## config.mk

```make
export PLATFORM = sky130hd
export DESIGN_NAME = peak_level_tracker
export DESIGN_NICKNAME = d
export VERILOG_FILES = /design/src/rtl/pkt_pkg.sv /design/src/rtl/pkt_mode_ctrl.sv /design/src/rtl/pkt_peak_reg.sv /design/src/rtl/pkt_slicer.sv /design/src/rtl/peak_level_tracker.sv
export SDC_FILE = /design/constraint.sdc
export NUM_CORES = 1
export LEC_CHECK = 0
export CAP_MARGIN = 20
export CORE_MARGIN = 3
export CORE_UTILIZATION = 40
export CTS_BUF_LIST = sky130_fd_sc_hd__clkbuf_4 sky130_fd_sc_hd__clkbuf_8 sky130_fd_sc_hd__clkbuf_16
export DETAILED_ROUTE_END_ITERATION = 10
export GPL_TIMING_DRIVEN = 0
export MAX_ROUTING_LAYER = met4
export SETUP_SLACK_MARGIN = 0.5
export SYNTH_ARGS = -nofsm -noshare
export SYNTH_HDL_FRONTEND = slang
export SYNTH_SLANG_ARGS = --single-unit
```

## constraint.sdc

```tcl
create_clock -name clk -period 10.5 [get_ports clk]
set_input_delay 1.575 -clock clk [delete_from_list [all_inputs] [get_ports clk]]
set_output_delay 1.575 -clock clk [all_outputs]
set_load 0.02 [all_outputs]
```

## src/rtl/pkt_pkg.sv

```systemverilog
// Package: shared types for the peak level tracker.
// Assumes: the mode codes are visible at the top port and keep these values.
package pkt_pkg;
    typedef enum logic [1:0] {
        MD_HOLD  = 2'b00,
        MD_AVG   = 2'b01,
        MD_FAST  = 2'b10,
        MD_CLAMP = 2'b11
    } pkt_mode_e;
endpackage

```

## src/rtl/pkt_mode_ctrl.sv

```systemverilog
// Module: pkt_mode_ctrl
// Decides the adaptation mode from acquire/track and a clamp window counted in strobes.
// Assumes: acquire rises on a clock without a strobe; strobes are one clock wide.
module pkt_mode_ctrl
    import pkt_pkg::*;
#(
    parameter int CLAMP_TICKS = 2
) (
    input  logic      clk,
    input  logic      rst_n,
    input  logic      acq_i,
    input  logic      track_i,
    input  logic      tick_any_i,
    output pkt_mode_e mode_o
);
    localparam int CNT_W = (CLAMP_TICKS > 2) ? $clog2(CLAMP_TICKS) : 1;
    localparam logic [CNT_W-1:0] CNT_LAST = CNT_W'(CLAMP_TICKS - 1);

    logic             acq_q;
    logic             clamp_q;
    logic [CNT_W-1:0] cnt_q;

    // Edge detect on acquire and clamp window counting.
    always_ff @(posedge clk) begin
        if (!rst_n) begin
            acq_q   <= 1'b0;
            clamp_q <= 1'b0;
            cnt_q   <= '0;
        end else begin
            acq_q <= acq_i;
            if (acq_i && !acq_q) begin
                clamp_q <= 1'b1;
                cnt_q   <= '0;
            end else if (!acq_i) begin
                clamp_q <= 1'b0;
            end else if (clamp_q && tick_any_i) begin
                if (cnt_q == CNT_LAST) clamp_q <= 1'b0;
                else                   cnt_q   <= cnt_q + 1'b1;
            end
        end
    end

    // Mode select: clamp, then acquire overrides track.
    always_comb begin
        if (clamp_q && acq_i) mode_o = MD_CLAMP;
        else if (acq_i)       mode_o = MD_FAST;
        else if (track_i)     mode_o = MD_AVG;
        else                  mode_o = MD_HOLD;
    end

    AST_CLAMP_ENTRY: assert property (@(posedge clk) disable iff (!rst_n)
        $rose(acq_i) |=> clamp_q);
    AST_CLAMP_BOUNDED: assert property (@(posedge clk) disable iff (!rst_n)
        (clamp_q && acq_i && tick_any_i && cnt_q == CNT_LAST) |=> !clamp_q);
    AST_TRACK_IGNORED: assert property (@(posedge clk) disable iff (!rst_n)
        (acq_i && $stable(acq_i) && $stable(clamp_q)) |-> $stable(mode_o));
endmodule

```

## src/rtl/pkt_peak_reg.sv

```systemverilog
// Module: pkt_peak_reg
// One peak register with fraction bits; IS_POS picks positive or negative peak.
// Assumes: sample is signed SMP_W bits around zero bias; strobes one clock wide.
module pkt_peak_reg
    import pkt_pkg::*;
#(
    parameter int SMP_W       = 12,
    parameter int FRAC_W      = 11,
    parameter int AVG_UP_SH   = 4,
    parameter int AVG_LEAK_SH = 8,
    parameter int DECAY_SH    = 11,
    parameter bit IS_POS      = 1'b1
) (
    input  logic             clk,
    input  logic             rst_n,
    input  pkt_mode_e        mode_i,
    input  logic             tick_any_i,
    input  logic             tick_bit_i,
    input  logic [SMP_W-1:0] sample_i,
    output logic [SMP_W-1:0] peak_o
);
    localparam int RW    = SMP_W + FRAC_W;
    localparam int ACC_W = RW + 2;

    logic signed [RW-1:0]    pk_r;
    logic signed [ACC_W-1:0] acc, smp_ext, diff, tgt, cdiff, nxt;
    logic                    beyond;
    logic                    upd;

    // Widen register and sample onto a common fixed-point scale.
    always_comb begin
        acc     = {{2{pk_r[RW-1]}}, pk_r};
        smp_ext = {{(ACC_W-SMP_W){sample_i[SMP_W-1]}}, sample_i} <<< FRAC_W;
        diff    = smp_ext - acc;
        tgt     = smp_ext >>> 1;
        cdiff   = tgt - acc;
        beyond  = IS_POS ? (diff > 0) : (diff < 0);
    end

    // Next-value selection per mode and whether a strobe applies.
    always_comb begin
        nxt = acc;
        upd = 1'b0;
        unique case (mode_i)
            MD_CLAMP: begin
                upd = tick_any_i;
                nxt = acc + (cdiff >>> 1);
            end
            MD_FAST: begin
                upd = tick_any_i;
                nxt = beyond ? smp_ext : acc;
            end
            MD_AVG: begin
                upd = tick_bit_i;
                nxt = beyond ? acc + (diff >>> AVG_UP_SH)
                             : acc + (diff >>> AVG_LEAK_SH);
            end
            MD_HOLD: begin
                upd = tick_bit_i;
                nxt = acc - (acc >>> DECAY_SH);
            end
            default: begin
                upd = 1'b0;
                nxt = acc;
            end
        endcase
    end

    // Peak register update.
    always_ff @(posedge clk) begin
        if (!rst_n) pk_r <= '0;
        else if (upd) pk_r <= nxt[RW-1:0];
    end

    assign peak_o = pk_r[RW-1:FRAC_W];

    AST_FAST_CAPTURE: assert property (@(posedge clk) disable iff (!rst_n)
        (mode_i == MD_FAST && tick_any_i) |=>
        (IS_POS ? ($signed(peak_o) >= $signed($past(sample_i)))
                : ($signed(peak_o) <= $signed($past(sample_i)))));
    AST_AVG_DIRECTION: assert property (@(posedge clk) disable iff (!rst_n)
        (mode_i == MD_AVG && tick_bit_i && beyond) |=>
        (IS_POS ? (pk_r >= $past(pk_r)) : (pk_r <= $past(pk_r))));
    AST_HOLD_TOWARD_BIAS: assert property (@(posedge clk) disable iff (!rst_n)
        (mode_i == MD_HOLD && tick_bit_i) |=>
        (($past(pk_r) >= 0) ? (pk_r <= $past(pk_r) && pk_r >= 0)
                            : (pk_r >= $past(pk_r) && pk_r <= 0)));
endmodule

```

## src/rtl/pkt_slicer.sv

```systemverilog
// Module: pkt_slicer
// Midpoint threshold from the two peaks and a bit-strobed data decision.
// Assumes: peaks are signed SMP_W-bit integers; positive sample above threshold means 0.
module pkt_slicer #(
    parameter int SMP_W = 12
) (
    input  logic             clk,
    input  logic             rst_n,
    input  logic             tick_bit_i,
    input  logic [SMP_W-1:0] sample_i,
    input  logic [SMP_W-1:0] pos_i,
    input  logic [SMP_W-1:0] neg_i,
    output logic [SMP_W-1:0] thresh_o,
    output logic             data_o
);
    logic [SMP_W:0] sum;

    // Midpoint: sign-extended sum, arithmetic halving by dropping the LSB.
    always_comb begin
        sum      = {pos_i[SMP_W-1], pos_i} + {neg_i[SMP_W-1], neg_i};
        thresh_o = sum[SMP_W:1];
    end

    // Data decision registered on each bit strobe.
    always_ff @(posedge clk) begin
        if (!rst_n) data_o <= 1'b0;
        else if (tick_bit_i) data_o <= !($signed(sample_i) > $signed(thresh_o));
    end

    AST_THR_BETWEEN: assert property (@(posedge clk) disable iff (!rst_n)
        (($signed(pos_i) >= $signed(neg_i)) ->
            ($signed(thresh_o) <= $signed(pos_i) && $signed(thresh_o) >= $signed(neg_i))) &&
        (($signed(pos_i) <  $signed(neg_i)) ->
            ($signed(thresh_o) >= $signed(pos_i) && $signed(thresh_o) <= $signed(neg_i))));
    AST_DATA_ON_BIT: assert property (@(posedge clk) disable iff (!rst_n)
        !$past(tick_bit_i) |-> $stable(data_o));
endmodule

```

## src/rtl/peak_level_tracker.sv

```systemverilog
// Module: peak_level_tracker (top)
// Tracks positive/negative peaks of a signed sample stream, forms a midpoint
// threshold and slices data. Assumes strobes come from clock recovery.
module peak_level_tracker
    import pkt_pkg::*;
#(
    parameter int SMP_W       = 12,
    parameter int FRAC_W      = 11,
    parameter int AVG_UP_SH   = 4,
    parameter int AVG_LEAK_SH = 8,
    parameter int DECAY_SH    = 11,
    parameter int CLAMP_TICKS = 2
) (
    input  logic             clk,
    input  logic             rst_n,
    input  logic [SMP_W-1:0] sample_i,
    input  logic             half_tick_i,
    input  logic             bit_tick_i,
    input  logic             acq_i,
    input  logic             track_i,
    output logic [SMP_W-1:0] pos_peak_o,
    output logic [SMP_W-1:0] neg_peak_o,
    output logic [SMP_W-1:0] thresh_o,
    output logic             data_o,
    output logic [1:0]       mode_o
);
    localparam int NPK = 2;

    pkt_mode_e        mode;
    logic             tick_any;
    logic [SMP_W-1:0] peaks [NPK];

    assign tick_any = half_tick_i | bit_tick_i;

    pkt_mode_ctrl #(.CLAMP_TICKS(CLAMP_TICKS)) u_mode (
        .clk        (clk),
        .rst_n      (rst_n),
        .acq_i      (acq_i),
        .track_i    (track_i),
        .tick_any_i (tick_any),
        .mode_o     (mode)
    );

    // Index 0 is the positive peak, index 1 the negative peak.
    for (genvar g = 0; g < NPK; g++) begin : g_pk
        pkt_peak_reg #(
            .SMP_W       (SMP_W),
            .FRAC_W      (FRAC_W),
            .AVG_UP_SH   (AVG_UP_SH),
            .AVG_LEAK_SH (AVG_LEAK_SH),
            .DECAY_SH    (DECAY_SH),
            .IS_POS      (g == 0)
        ) u_pk (
            .clk        (clk),
            .rst_n      (rst_n),
            .mode_i     (mode),
            .tick_any_i (tick_any),
            .tick_bit_i (bit_tick_i),
            .sample_i   (sample_i),
            .peak_o     (peaks[g])
        );
    end

    assign pos_peak_o = peaks[0];
    assign neg_peak_o = peaks[1];
    assign mode_o     = mode;

    pkt_slicer #(.SMP_W(SMP_W)) u_slice (
        .clk        (clk),
        .rst_n      (rst_n),
        .tick_bit_i (bit_tick_i),
        .sample_i   (sample_i),
        .pos_i      (pos_peak_o),
        .neg_i      (neg_peak_o),
        .thresh_o   (thresh_o),
        .data_o     (data_o)
    );
endmodule

```

==> out/qor.tcl <==
set qor(numCtsBuffers) 5
set qor(number_of_global_route_vias_before_repair) 10800
set qor(yosysSeqAreaShare_pct) 8.80
set qor(hold_path_depth) 1
set qor(critical-path-top-delay-family) {buffers and inverters}
set qor(design.die.area_mm2) 0.0305
set qor(layout-drive-gt1-share_pct) 6.87
set qor(routed-via-count) 12200
set qor(antenna_found_initial) 0
set qor(core_footprint_mm2) 0.0279
set qor(die-width_um) 175
set qor(setup_repair_after_global_routing_missed_its_margin) {no}
set qor(layout_min_cycle_time_ns) 9.38
set qor(timing.rr.end) {g_pk[0].u_pk.pk_r[22]$_SDFFE_PN0P_}
set qor(area.growth.synth_to_final_pct) 10.7
set qor(hp-class) {reg2reg}
set qor(initial_core_util_pct) 40.7
set qor(grt_start_max_net_pins) 17
set qor(worst_reg2reg_path_depth) 31
set qor(crit_path_max_fanout) 10
set qor(ctsHtreeMaxLevel) 2
set qor(grt_first_pass_wirelength_um) 61900
set qor(status) {complete, no violations}
set qor(post_synth_instance_area_mm2) 0.0114
set qor(setup_viol_count_final) 0
set qor(cts_root_buf) {clkbuf_16}
set qor(detail_route.wl_per_cell_um) 19.6
set qor(vias_per_cell) 5.98
set qor(critPathArrivalTime_ns) 9.55
set qor(placement_rows) 61
set qor(drc_errors) 0
set qor(register_bit_count_reported_by_yosys) 50
set qor(cp_slowest_cell) {nor4_1}
set qor(async_flop_share_pct) 0
set qor(clock_insertion_delay_worst_skew_ns) 0.31
set qor(hold_violation_total_from_the_final_report) 0
set qor(timing.rr.start) {g_pk[0].u_pk.pk_r[1]$_SDFFE_PN0P_}
set qor(start_kind) {input port}
set qor(antenna_cells) 0
set qor(cap_viol_max_count) 0
set qor(syn_inst) 1594
set qor(critical_path_required_ns) 10.67
set qor(finalClockSkew_ns) 0.00707
set qor(port-buffer-count) 55
set qor(finalMaxSlewViolations) 0
set qor(clk_path_buf_depth) 2
set qor(place.gp.congestion) 0.971
set qor(max_freq_mhz) 107
set qor(timing.critical_path.to_type) {flop}
set qor(gr-total-overflow) 0
set qor(synth_cell_type_count) 94
set qor(dr.first_iter.drc_count) 1258
set qor(wirelength_um) 39900
set qor(syn_area_per_cell_um2) 7.14
set qor(mappedNetlistNets) 1739
set qor(yosysWarningCount) 0
set qor(synth-edff-count) 0
set qor(cts.sink_count) 50
set qor(hold_end) {u_mode.clamp_q$_SDFFE_PN0P_}
set qor(ys_top_cells_by_area) {ha_1 14%, dfxtp_1 8.8%, xnor2_1 7.9%}
set qor(tns_ns) 0
set qor(antenna_left) 0
set qor(timing.hold.worst.start) {u_mode.acq_q$_SDFF_PN0_}
set qor(cts_tree) {yes}
set qor(clk_transition_reported_paths_ns) 0.07
set qor(cpPeakStageDelay_ns) 0.79
set qor(dieHeight_um) 175
set qor(tightest_slew_ns) 1.01
set qor(slew_headroom_pct) 31.9
set qor(r2r_slack_ns) 2.63
set qor(yosysTopAreaCell) {ha_1}
set qor(overall_routing_resource_usage_pct) 25.9
set qor(final_core_util_pct) 45.1
set qor(fin_crit_sh_pct) 89.3
set qor(drtPass1Iterations) 5
set qor(count_of_buffers_added_by_post_cts_timing_repair_for_setup) 0
set qor(top_level_ports) 57
set qor(path_buf_inv) 7
set qor(timing_worst_setup_path_type) {in2reg}
set qor(yosys_most_used_dff) {dfxtp_1}
set qor(layout_net_count) 1803
set qor(hpwlAfterDp_um) 32400
set qor(yosysTopAreaCellShare_pct) 13.6
cells in the final DEF (no fill, tap or decap), types with 7 or more instances in the layout:
master / n
nor4b_1: 7
and3_1: 19
a311oi_1: 9
o21a_1: 27
a21boi_0: 9
o211ai_1: 12
nand2b_1: 23
clkdlybuf4s50_1: 55
or2_2: 12
o31ai_1: 17
and2_1: 9
o21bai_1: 19
ha_1: 124
nor3b_1: 7
xnor2_1: 103
nand4_1: 23
inv_1: 90
a22oi_1: 17
nand2_1: 120
o21ai_0: 85
buf_4: 29
nand3_1: 35
a211oi_1: 19
dfxtp_1: 50
buf_2: 12
clkbuf_1: 46
xor2_1: 50
or3_1: 18
nor2_1: 145
nor2b_1: 24
a21oi_1: 138
a31oi_1: 20
o31a_1: 9
mux2i_1: 39
nor3_1: 52
a21o_1: 28
nor4_1: 16
or4_1: 11
cell type report:
class,count,area [um2]
repair buffers,57,571
clock inverters,3,45.0
clock buffers,5,125
inverters,90,338
well taps,378,473
plain buffers,95,546
multi-input cells,1359,9500
flip-flops and latches,50,1000
fillers,2991,15300
routing by layer:
metal	wire, um	global-route usage (%)
met1	19700	38.5
met2	16700	38.0
met3	2720	2.61
met4	785	4.82
met5	0	-
cells by family (layout without fill, tap and decap cells):
family,Yosys count,count (layout),synth area share (%)
AOI/OAI and AO/OA,481,481,28.3
buffers and inverters,185,250,7.76
adders and majority gates,127,127,14.2
and+or+nand+nor,557,557,25.6
xor gates and xnor gates,153,153,11.8
DFF,50,50,8.80
muxes,41,41,3.63
stage by stage:
| step | setup WS [ns] | hold WS [ns] | instance area [um2] | cells |
|---|---|---|---|---|
| final | 1.12 | 0.433 | 12600 | 2037 |
| after global routing | 0.739 | 0.465 | 12600 | 2037 |
| after floorplan | 3.12 | 0.411 | 11400 | 1594 |
| after global placement | 1.09 | 0.421 | 12400 | 2027 |
| after detailed placement | 1.03 | 0.429 | 12400 | 2028 |
| after CTS | 1.33 | 0.440 | 12600 | 2036 |
synth_stat cells, types with 6 or more instances:
cell type	instances
buf_4	28
nor3_1	52
ha_1	124
o21a_1	27
nand4_1	23
a31oi_1	20
o31a_1	9
nand2_1	120
a21oi_1	138
nor4b_1	7
or3_1	18
clkbuf_1	46
xnor2_1	103
buf_2	12
a311oi_1	9
o21bai_1	19
nand3_1	35
a21o_1	28
a21boi_0	9
o21ai_0	85
or4_1	11
nor2b_1	24
a211oi_1	19
nand2b_1	23
o211ai_1	12
a22oi_1	17
and2_1	9
o2111ai_1	6
o31ai_1	18
nor3b_1	7
nor4_1	16
dfxtp_1	50
and3_1	19
nor2_1	145
xor2_1	50
mux2i_1	39
inv_1	90
a41oi_1	6
or2_2	12
worst register-to-register path: cells and delay by family, from the launching register on:
family / cells / cell delay (ns)
simple gates: 6 / 1.75
xor+xnor: 3 / 0.50
flops: 1 / 0.43
compound gates: 16 / 3.58
fa+ha+maj: 2 / 0.50
buf+inv: 4 / 0.99
flip-flops by register name (all words and copies together) (netlist names):
register        cells
g_pk.u_pk.pk_r     46
u_mode.acq_q        1
u_mode.clamp_q      1
u_mode.cnt_q        1
u_slice.data_o      1
timing repair:
item / CTS / global route
hold buffers: 0 / 0
resized for setup: 0 / 1
setup endpoints to repair: 0 / 1
how the worst max path moves through the flow:
| stage | from | cells after the start | to | slack (ns) |
|---|---|---|---|---|
| 2_1_floorplan | sample_i[3] | 32 | g_pk[0].u_pk.pk_r[22]$_SDFFE_PN0P_ | 3.12 |
| 3_5_place_dp | sample_i[3] | 33 | g_pk[0].u_pk.pk_r[22]$_SDFFE_PN0P_ | 1.03 |
| 5_1_grt | sample_i[3] | 33 | g_pk[0].u_pk.pk_r[22]$_SDFFE_PN0P_ | 0.74 |
| 3_3_place_gp | sample_i[3] | 33 | g_pk[0].u_pk.pk_r[22]$_SDFFE_PN0P_ | 1.09 |
| 6_report | track_i | 28 | g_pk[0].u_pk.pk_r[22]$_SDFFE_PN0P_ | 1.12 |
| 4_1_cts | sample_i[3] | 33 | g_pk[0].u_pk.pk_r[22]$_SDFFE_PN0P_ | 1.33 |
Power is not shown: default switching activity piles up to over one toggle a cycle in this logic, so the estimate is an artifact.
